<file path="src/rtl/ecc_log_pkg.sv">
package ecc_log_pkg;
  localparam int NUM_CH       = 2;
  localparam int RANKS_PER_CH = 4;
  localparam int SYND_W       = 8;
  localparam int RANK_W       = 2;
  localparam int BANK_W       = 3;
  localparam int ROW_W        = 16;
  localparam int COL_W        = 16;
  localparam int LOG_W        = 64;
  localparam int ADDR_W       = 2;
  localparam int RIDX_W       = $clog2(NUM_CH * RANKS_PER_CH);
  localparam int UE_BIT       = 1;
  localparam int CE_BIT       = 0;
  localparam int RANK_LSB     = 27;
  localparam logic [ADDR_W-1:0] ADDR_STS = '0;

  typedef struct packed {
    logic [NUM_CH-1:0] chOn;
    logic [NUM_CH-1:0] ldLog;
    logic              setUe;
    logic              setCe;
    logic              clrUe;
    logic              clrCe;
    logic              rdStb;
    logic [ADDR_W-1:0] rdSel;
  } ctrlStb_t;
endpackage

</file>
<file path="src/rtl/ecc_log_ctrl.sv">
module ecc_log_ctrl
  import ecc_log_pkg::*;
(
  input  logic              clk,
  input  logic              rstN,
  input  logic              singleChan,
  input  logic [NUM_CH-1:0] evValid,
  input  logic [NUM_CH-1:0] evUncorr,
  input  logic              regRd,
  input  logic              regWr,
  input  logic [ADDR_W-1:0] regAddr,
  input  logic [1:0]        regWdata,
  input  logic [NUM_CH-1:0] heldUe,
  input  logic [NUM_CH-1:0] heldCe,
  output ctrlStb_t          stb
);
  logic [NUM_CH-1:0] ueAfterClr;
  logic [NUM_CH-1:0] ceAfterClr;

  always_comb begin
    stb = '0;
    stb.clrUe = regWr && (regAddr == ADDR_STS) && regWdata[UE_BIT];
    stb.clrCe = regWr && (regAddr == ADDR_STS) && regWdata[CE_BIT];
    stb.rdStb = regRd;
    stb.rdSel = regAddr;
    ueAfterClr = heldUe & {NUM_CH{~stb.clrUe}};
    ceAfterClr = heldCe & {NUM_CH{~stb.clrCe}};
    for (int c = 0; c < NUM_CH; c++) begin
      stb.chOn[c] = (c == 0) ? 1'b1 : ~singleChan;
      if (stb.chOn[c] && evValid[c]) begin
        if (evUncorr[c]) begin
          stb.setUe    = 1'b1;
          stb.ldLog[c] = ~ueAfterClr[c];
        end else begin
          stb.setCe    = 1'b1;
          stb.ldLog[c] = ~(ueAfterClr[c] | ceAfterClr[c]);
        end
      end
    end
  end

  AST_CE_NOT_OVER_UE: assert property (@(posedge clk) disable iff (!rstN)
    (heldUe[0] && !stb.clrUe && !evUncorr[0]) |-> !stb.ldLog[0]);

  AST_IDLE_CH_SILENT: assert property (@(posedge clk) disable iff (!rstN)
    !stb.chOn[NUM_CH-1] |-> !stb.ldLog[NUM_CH-1]);
endmodule

</file>
<file path="src/rtl/ecc_log_dpath.sv">
module ecc_log_dpath
  import ecc_log_pkg::*;
(
  input  logic                     clk,
  input  logic                     rstN,
  input  ctrlStb_t                 stb,
  input  logic [NUM_CH-1:0]        evUncorr,
  input  logic [NUM_CH*SYND_W-1:0] evSynd,
  input  logic [NUM_CH*RANK_W-1:0] evRank,
  input  logic [NUM_CH*BANK_W-1:0] evBank,
  input  logic [NUM_CH*ROW_W-1:0]  evRow,
  input  logic [NUM_CH*COL_W-1:0]  evCol,
  output logic [NUM_CH-1:0]        heldUe,
  output logic [NUM_CH-1:0]        heldCe,
  output logic                     rdValid,
  output logic [LOG_W-1:0]         rdData,
  output logic [NUM_CH*RIDX_W-1:0] rankIdx
);
  logic [NUM_CH*LOG_W-1:0] logFlat;
  logic stsUe, stsCe;
  logic [LOG_W-1:0] rdMux;

  for (genvar c = 0; c < NUM_CH; c++) begin : gCh
    logic [LOG_W-1:0] logQ;
    logic [LOG_W-1:0] record;

    assign record = {evCol[c*COL_W +: COL_W], evRow[c*ROW_W +: ROW_W],
                     evBank[c*BANK_W +: BANK_W], evRank[c*RANK_W +: RANK_W],
                     3'b000, evSynd[c*SYND_W +: SYND_W], 14'd0,
                     evUncorr[c], ~evUncorr[c]};

    always_ff @(posedge clk) begin
      if (!rstN || !stb.chOn[c]) logQ <= '0;
      else if (stb.ldLog[c]) logQ <= record;
      else begin
        if (stb.clrUe) logQ[UE_BIT] <= 1'b0;
        if (stb.clrCe) logQ[CE_BIT] <= 1'b0;
      end
    end

    assign logFlat[c*LOG_W +: LOG_W] = logQ;
    assign heldUe[c] = logQ[UE_BIT];
    assign heldCe[c] = logQ[CE_BIT];
    assign rankIdx[c*RIDX_W +: RIDX_W] =
      RIDX_W'(c * RANKS_PER_CH) + RIDX_W'(logQ[RANK_LSB +: RANK_W]);

    AST_UE_RETAINED: assert property (@(posedge clk) disable iff (!rstN)
      (logQ[UE_BIT] && !stb.clrUe && stb.chOn[c]) |=> logQ[UE_BIT]);

    AST_TYPE_EXCL: assert property (@(posedge clk) disable iff (!rstN)
      $countones(logQ[1:0]) <= 1);

    AST_OFF_EMPTY: assert property (@(posedge clk) disable iff (!rstN)
      !stb.chOn[c] |=> (logQ == '0));
  end

  always_ff @(posedge clk) begin
    if (!rstN) begin
      stsUe <= 1'b0;
      stsCe <= 1'b0;
    end else begin
      if (stb.setUe) stsUe <= 1'b1;
      else if (stb.clrUe) stsUe <= 1'b0;
      if (stb.setCe) stsCe <= 1'b1;
      else if (stb.clrCe) stsCe <= 1'b0;
    end
  end

  always_comb begin
    rdMux = '0;
    if (stb.rdSel == ADDR_STS) rdMux = {{(LOG_W-2){1'b0}}, stsUe, stsCe};
    for (int c = 0; c < NUM_CH; c++)
      if (stb.rdSel == ADDR_W'(c + 1)) rdMux = logFlat[c*LOG_W +: LOG_W];
  end

  always_ff @(posedge clk) begin
    if (!rstN) begin
      rdValid <= 1'b0;
      rdData  <= '0;
    end else begin
      rdValid <= stb.rdStb;
      if (stb.rdStb) rdData <= rdMux;
    end
  end

  AST_SET_WINS_CE: assert property (@(posedge clk) disable iff (!rstN)
    stb.setCe |=> stsCe);

  AST_SET_WINS_UE: assert property (@(posedge clk) disable iff (!rstN)
    stb.setUe |=> stsUe);

  AST_CLR_CE: assert property (@(posedge clk) disable iff (!rstN)
    (stb.clrCe && !stb.setCe) |=> !stsCe);

  AST_RD_ONE_CYCLE: assert property (@(posedge clk) disable iff (!rstN)
    stb.rdStb |=> rdValid);
endmodule

</file>
<file path="src/rtl/ecc_err_logger.sv">
module ecc_err_logger
  import ecc_log_pkg::*;
(
  input  logic                     clk,
  input  logic                     rstN,
  input  logic                     singleChan,
  input  logic [NUM_CH-1:0]        evValid,
  input  logic [NUM_CH-1:0]        evUncorr,
  input  logic [NUM_CH*SYND_W-1:0] evSynd,
  input  logic [NUM_CH*RANK_W-1:0] evRank,
  input  logic [NUM_CH*BANK_W-1:0] evBank,
  input  logic [NUM_CH*ROW_W-1:0]  evRow,
  input  logic [NUM_CH*COL_W-1:0]  evCol,
  input  logic                     regRd,
  input  logic                     regWr,
  input  logic [ADDR_W-1:0]        regAddr,
  input  logic [1:0]               regWdata,
  output logic                     rdValid,
  output logic [LOG_W-1:0]         rdData,
  output logic [NUM_CH*RIDX_W-1:0] rankIdx
);
  ctrlStb_t stb;
  logic [NUM_CH-1:0] heldUe, heldCe;

  ecc_log_ctrl uCtrl (
    .clk(clk), .rstN(rstN), .singleChan(singleChan),
    .evValid(evValid), .evUncorr(evUncorr),
    .regRd(regRd), .regWr(regWr), .regAddr(regAddr), .regWdata(regWdata),
    .heldUe(heldUe), .heldCe(heldCe), .stb(stb)
  );

  ecc_log_dpath uDpath (
    .clk(clk), .rstN(rstN), .stb(stb), .evUncorr(evUncorr),
    .evSynd(evSynd), .evRank(evRank), .evBank(evBank),
    .evRow(evRow), .evCol(evCol),
    .heldUe(heldUe), .heldCe(heldCe),
    .rdValid(rdValid), .rdData(rdData), .rankIdx(rankIdx)
  );
endmodule

</file>
<file path="config.mk">
export PLATFORM = sky130hd
export DESIGN_NAME = ecc_err_logger
export DESIGN_NICKNAME = d
export VERILOG_FILES = /design/src/rtl/ecc_log_pkg.sv /design/src/rtl/ecc_log_ctrl.sv /design/src/rtl/ecc_log_dpath.sv /design/src/rtl/ecc_err_logger.sv
export SDC_FILE = /design/constraint.sdc
export NUM_CORES = 1
export LEC_CHECK = 0
export ABC_AREA = 1
export BUFFER_PORTS_ARGS = -buffer_cell sky130_fd_sc_hd__buf_2
export CORE_MARGIN = 5
export CORE_UTILIZATION = 59
export CTS_BUF_LIST = sky130_fd_sc_hd__clkbuf_2 sky130_fd_sc_hd__clkbuf_4 sky130_fd_sc_hd__clkbuf_8
export DETAILED_ROUTE_END_ITERATION = 8
export PLACE_DENSITY = 0.95
export SKIP_CTS_REPAIR_TIMING = 1
export SLEW_MARGIN = 20
export SYNTH_ARGS = -nofsm -noshare
export SYNTH_HDL_FRONTEND = slang
export SYNTH_SLANG_ARGS = --single-unit
</file>
<file path="constraint.sdc">
create_clock -name clk -period 3.21 [get_ports clk]
set_input_delay 0.642 -clock clk [delete_from_list [all_inputs] [get_ports clk]]
set_output_delay 0.642 -clock clk [all_outputs]
set_load 0.02 [all_outputs]
</file>
==> flow_metrics.env <==
export IMPL_run_status="finished clean"
export IMPL_area_overhead_vs_synth_pct=17.3
export IMPL_post_synth_instance_area_um2=6540
export IMPL_slew_limit_headroom=0.586
export IMPL_final_cell_count_no_fill=1274
export IMPL_number_of_clock_buffers_inserted_by_tritoncts=17
export IMPL_cp_max_fo=46
export IMPL_maxSlewViolCount=0
export IMPL_ys_seq_elements=144
export IMPL_min_period_over_period=0.607
export IMPL_rr_endpoint="uDpath.gCh[0].logQ[21]$_SDFFE_PN0P_"
export IMPL_worst_pin_slew_ns=0.621
export IMPL_worst_setup_margin_ns=1.26
export IMPL_synthDominantAreaCellType="sky130_fd_sc_hd__dfxtp_1"
export IMPL_startpoint_type="input pin"
export IMPL_syn_instance_count=996
export IMPL_synth_top_cell_area_share=0.441
export IMPL_crit_path_required_time_ns=3.57
export IMPL_clock_tree_root_cell="sky130_fd_sc_hd__clkbuf_8"
export IMPL_ys_flop_type="sky130_fd_sc_hd__dfxtp_1"
export IMPL_globalRoute_totalOverflow=0
export IMPL_yosysSeqAreaShare=0.441
export IMPL_cap_viol_max_count=0
export IMPL_place_detailed_hpwl_mm=11.2
export IMPL_worst_skew_pair_late_latency_ns=0.43
export IMPL_drt_initial_drc_count=468
export IMPL_first_global_vias=5933
export IMPL_routed_wirelength_mm=16.7
export IMPL_cts_tree="yes"
export IMPL_average_routed_wire_per_standard_cell_um=13.1
export IMPL_placement_rows=38
export IMPL_vias=6271
export IMPL_portBuffers=154
export IMPL_powerDensity_nw_per_um2=544
export IMPL_grt_antenna_before_repair=3
export IMPL_die_x_um=115
export IMPL_rsz_0062_raised_after_global_routing="false"
export IMPL_finalInstanceArea_um2=7660
export IMPL_regToRegStartpoint="uDpath.gCh[0].logQ[1]$_SDFFE_PN0P_"
export IMPL_floorplan_initialDensity=0.603
export IMPL_min_period_ns=1.95
export IMPL_dp_cells=1242
export IMPL_grt_first_pass_wirelength_mm=27.1
export IMPL_crit_path_dat_ns=2.30
export IMPL_worstSetupPathType="input pin to flip-flop"
export IMPL_yosysUniqueCellTypes=24
export IMPL_fin_tns_setup_ns=0
export IMPL_pin_count_of_the_biggest_net_entering_global_routing=51
export IMPL_finClkSkew_ns=0.0133
export IMPL_power_leakage_nw=4.14
export IMPL_via_per_inst=4.92
export IMPL_track_usage=0.254
export IMPL_clk_transition_reported_paths_ns=0.08
export IMPL_finalSetupViolations=0
export IMPL_ant_nets=0
export IMPL_timing_fmax_mhz=513
export IMPL_hold_violations=0
export IMPL_yosys_top_cells_area="sky130_fd_sc_hd__dfxtp_1, sky130_fd_sc_hd__nor2_1, sky130_fd_sc_hd__nand2_1"
export IMPL_dp_slack_ns=0.846
export IMPL_clock_tree_htree_level_count=4
export IMPL_place_area_um2=7200
export IMPL_final_nets=1224
export IMPL_numClockSinks=144
export IMPL_crit_start="regAddr[0]"
export IMPL_die_h_um=115
export IMPL_cts_root_to_sink_buffers=2
export IMPL_hold_path_class="input pin to flip-flop"
export IMPL_cp_end_kind="flip-flop"
export IMPL_worst_r2r_cell_count=6
export IMPL_post_route_drc_count=0
export IMPL_r2r_setup_slack_ns=1.61
export IMPL_synth_async_sr_flop_share=0
export IMPL_crit_end="uDpath.gCh[0].logQ[21]$_SDFFE_PN0P_"
export IMPL_yosys_warnings=0
export IMPL_number_of_enable_type_register_cells_in_the_synthesized_netlist=0
export IMPL_gp_routability_congestion=0.818
export IMPL_post_synthesis_average_cell_area_um2=6.56
export IMPL_final_layout_size_suffix_gt1_frac=0.185
export IMPL_io_pin_count=174
export IMPL_vdd_drop_max_v=0.000264
export IMPL_coreArea_um2=10800
export IMPL_die_area_um2=13300
export IMPL_drt_pre_antenna_iters=6
power breakdown:
part	switching, W	total, W	leakage [nW]	internal, W
Sequential	0.0000447	0.00194	1.19	0.00190
Clock	0.000673	0.00163	0.232	0.000960
Combinational	0.000395	0.000599	2.73	0.000204
layout make-up:
class / instances / area (µm²)
Fill cell: 937 / 3180
Sequential cell: 144 / 2880
Multi-Input combinational cell: 646 / 2720
Timing Repair Buffer: 167 / 881
Inverter: 145 / 544
Clock buffer: 23 / 310
Tap cell: 140 / 175
Clock inverter: 8 / 150
Antenna cell: 1 / 2.50
synthesized netlist by cell type (3+ instances only):
library cell,n
sky130_fd_sc_hd__nor2_1,273
sky130_fd_sc_hd__nand2_1,196
sky130_fd_sc_hd__dfxtp_1,144
sky130_fd_sc_hd__inv_1,144
sky130_fd_sc_hd__o21ai_0,91
sky130_fd_sc_hd__nand3_1,47
sky130_fd_sc_hd__buf_4,23
sky130_fd_sc_hd__buf_2,22
sky130_fd_sc_hd__clkbuf_1,19
sky130_fd_sc_hd__buf_6,9
sky130_fd_sc_hd__a21oi_1,5
sky130_fd_sc_hd__buf_1,5
sky130_fd_sc_hd__o22ai_1,3
cells in the final DEF (no fill, tap or decap), types with 2 or more instances in the layout:
cell / synthesis / routed
sky130_fd_sc_hd__inv_2: 1 / 2
sky130_fd_sc_hd__bufinv_16: 0 / 4
sky130_fd_sc_hd__nand3_1: 47 / 47
sky130_fd_sc_hd__dfxtp_1: 144 / 144
sky130_fd_sc_hd__nor2_4: 1 / 3
sky130_fd_sc_hd__nor2_1: 273 / 272
sky130_fd_sc_hd__clkbuf_8: 0 / 22
sky130_fd_sc_hd__o22ai_1: 3 / 3
sky130_fd_sc_hd__buf_2: 22 / 154
sky130_fd_sc_hd__conb_1: 2 / 19
sky130_fd_sc_hd__nand2_1: 196 / 196
sky130_fd_sc_hd__buf_4: 23 / 12
sky130_fd_sc_hd__a21oi_1: 5 / 5
sky130_fd_sc_hd__a41oi_1: 2 / 2
sky130_fd_sc_hd__nand3_4: 2 / 2
sky130_fd_sc_hd__nand3_2: 2 / 2
sky130_fd_sc_hd__inv_1: 144 / 143
sky130_fd_sc_hd__o21ai_0: 91 / 91
metrics by stage:
stage	utilization	hold WS, ns	total power (W)
6_report	0.707	0.439	0.00417
5_1_grt	0.707	0.418	0.00437
4_1_cts	0.707	0.416	0.00419
3_5_place_dp	0.664	0.473	0.00257
3_3_place_gp	0.664	0.462	0.00255
2_1_floorplan	-	0.454	0.00241
worst max-delay path, stage by stage:
cell,delay (ns)
sky130_fd_sc_hd__buf_2,0.15
sky130_fd_sc_hd__nor2_4,0.16
sky130_fd_sc_hd__nand3_4,0.11
sky130_fd_sc_hd__nand2_1,0.16
sky130_fd_sc_hd__nand3_4,0.43
sky130_fd_sc_hd__buf_12,0.37
sky130_fd_sc_hd__nand2_1,0.08
sky130_fd_sc_hd__nand2_1,0.06
sky130_fd_sc_hd__nor2_1,0.12
kinds of logic after synthesis:
| kind of cell | share of synthesized area |
|---|---|
| buffers and inverters | 0.156 |
| other | 0.00115 |
| DFF | 0.441 |
| AOI/OAI and AO/OA | 0.0815 |
| and+or+nand+nor | 0.320 |
sequential cells by signal, summed over array words and instances (netlist names):
register         count
uDpath.stsCe         1
uDpath.stsUe         1
uDpath.gCh.logQ     94
uDpath.rdData       47
uDpath.rdValid       1
worst min-delay path by stage:
stage | startpoint | end | slack [ns] | depth (start not counted)
2_1_floorplan | uDpath.stsCe$_SDFFE_PN0P_ | uDpath.stsCe$_SDFFE_PN0P_ | 0.45 | 2
3_3_place_gp | uDpath.gCh[1].logQ[31]$_SDFFE_PP0P_ | uDpath.gCh[1].logQ[31]$_SDFFE_PP0P_ | 0.46 | 2
3_5_place_dp | uDpath.gCh[1].logQ[35]$_SDFFE_PP0P_ | uDpath.gCh[1].logQ[35]$_SDFFE_PP0P_ | 0.47 | 2
4_1_cts | evSynd[4] | uDpath.gCh[0].logQ[20]$_SDFFE_PN0P_ | 0.42 | 3
5_1_grt | evRow[13] | uDpath.gCh[0].logQ[45]$_SDFFE_PN0P_ | 0.42 | 3
6_report | evRank[1] | uDpath.gCh[0].logQ[28]$_SDFFE_PN0P_ | 0.44 | 3
per-layer routing:
metal,track usage,part of all wire,vias up
met4,0.103,0.023,4
li1,-,-,3182
met3,0.0595,0.084,35
met1,0.308,0.40,2788
met2,0.433,0.49,262
met5,0,0.0019,-
Note: power is estimated with default switching activity, not from simulation.
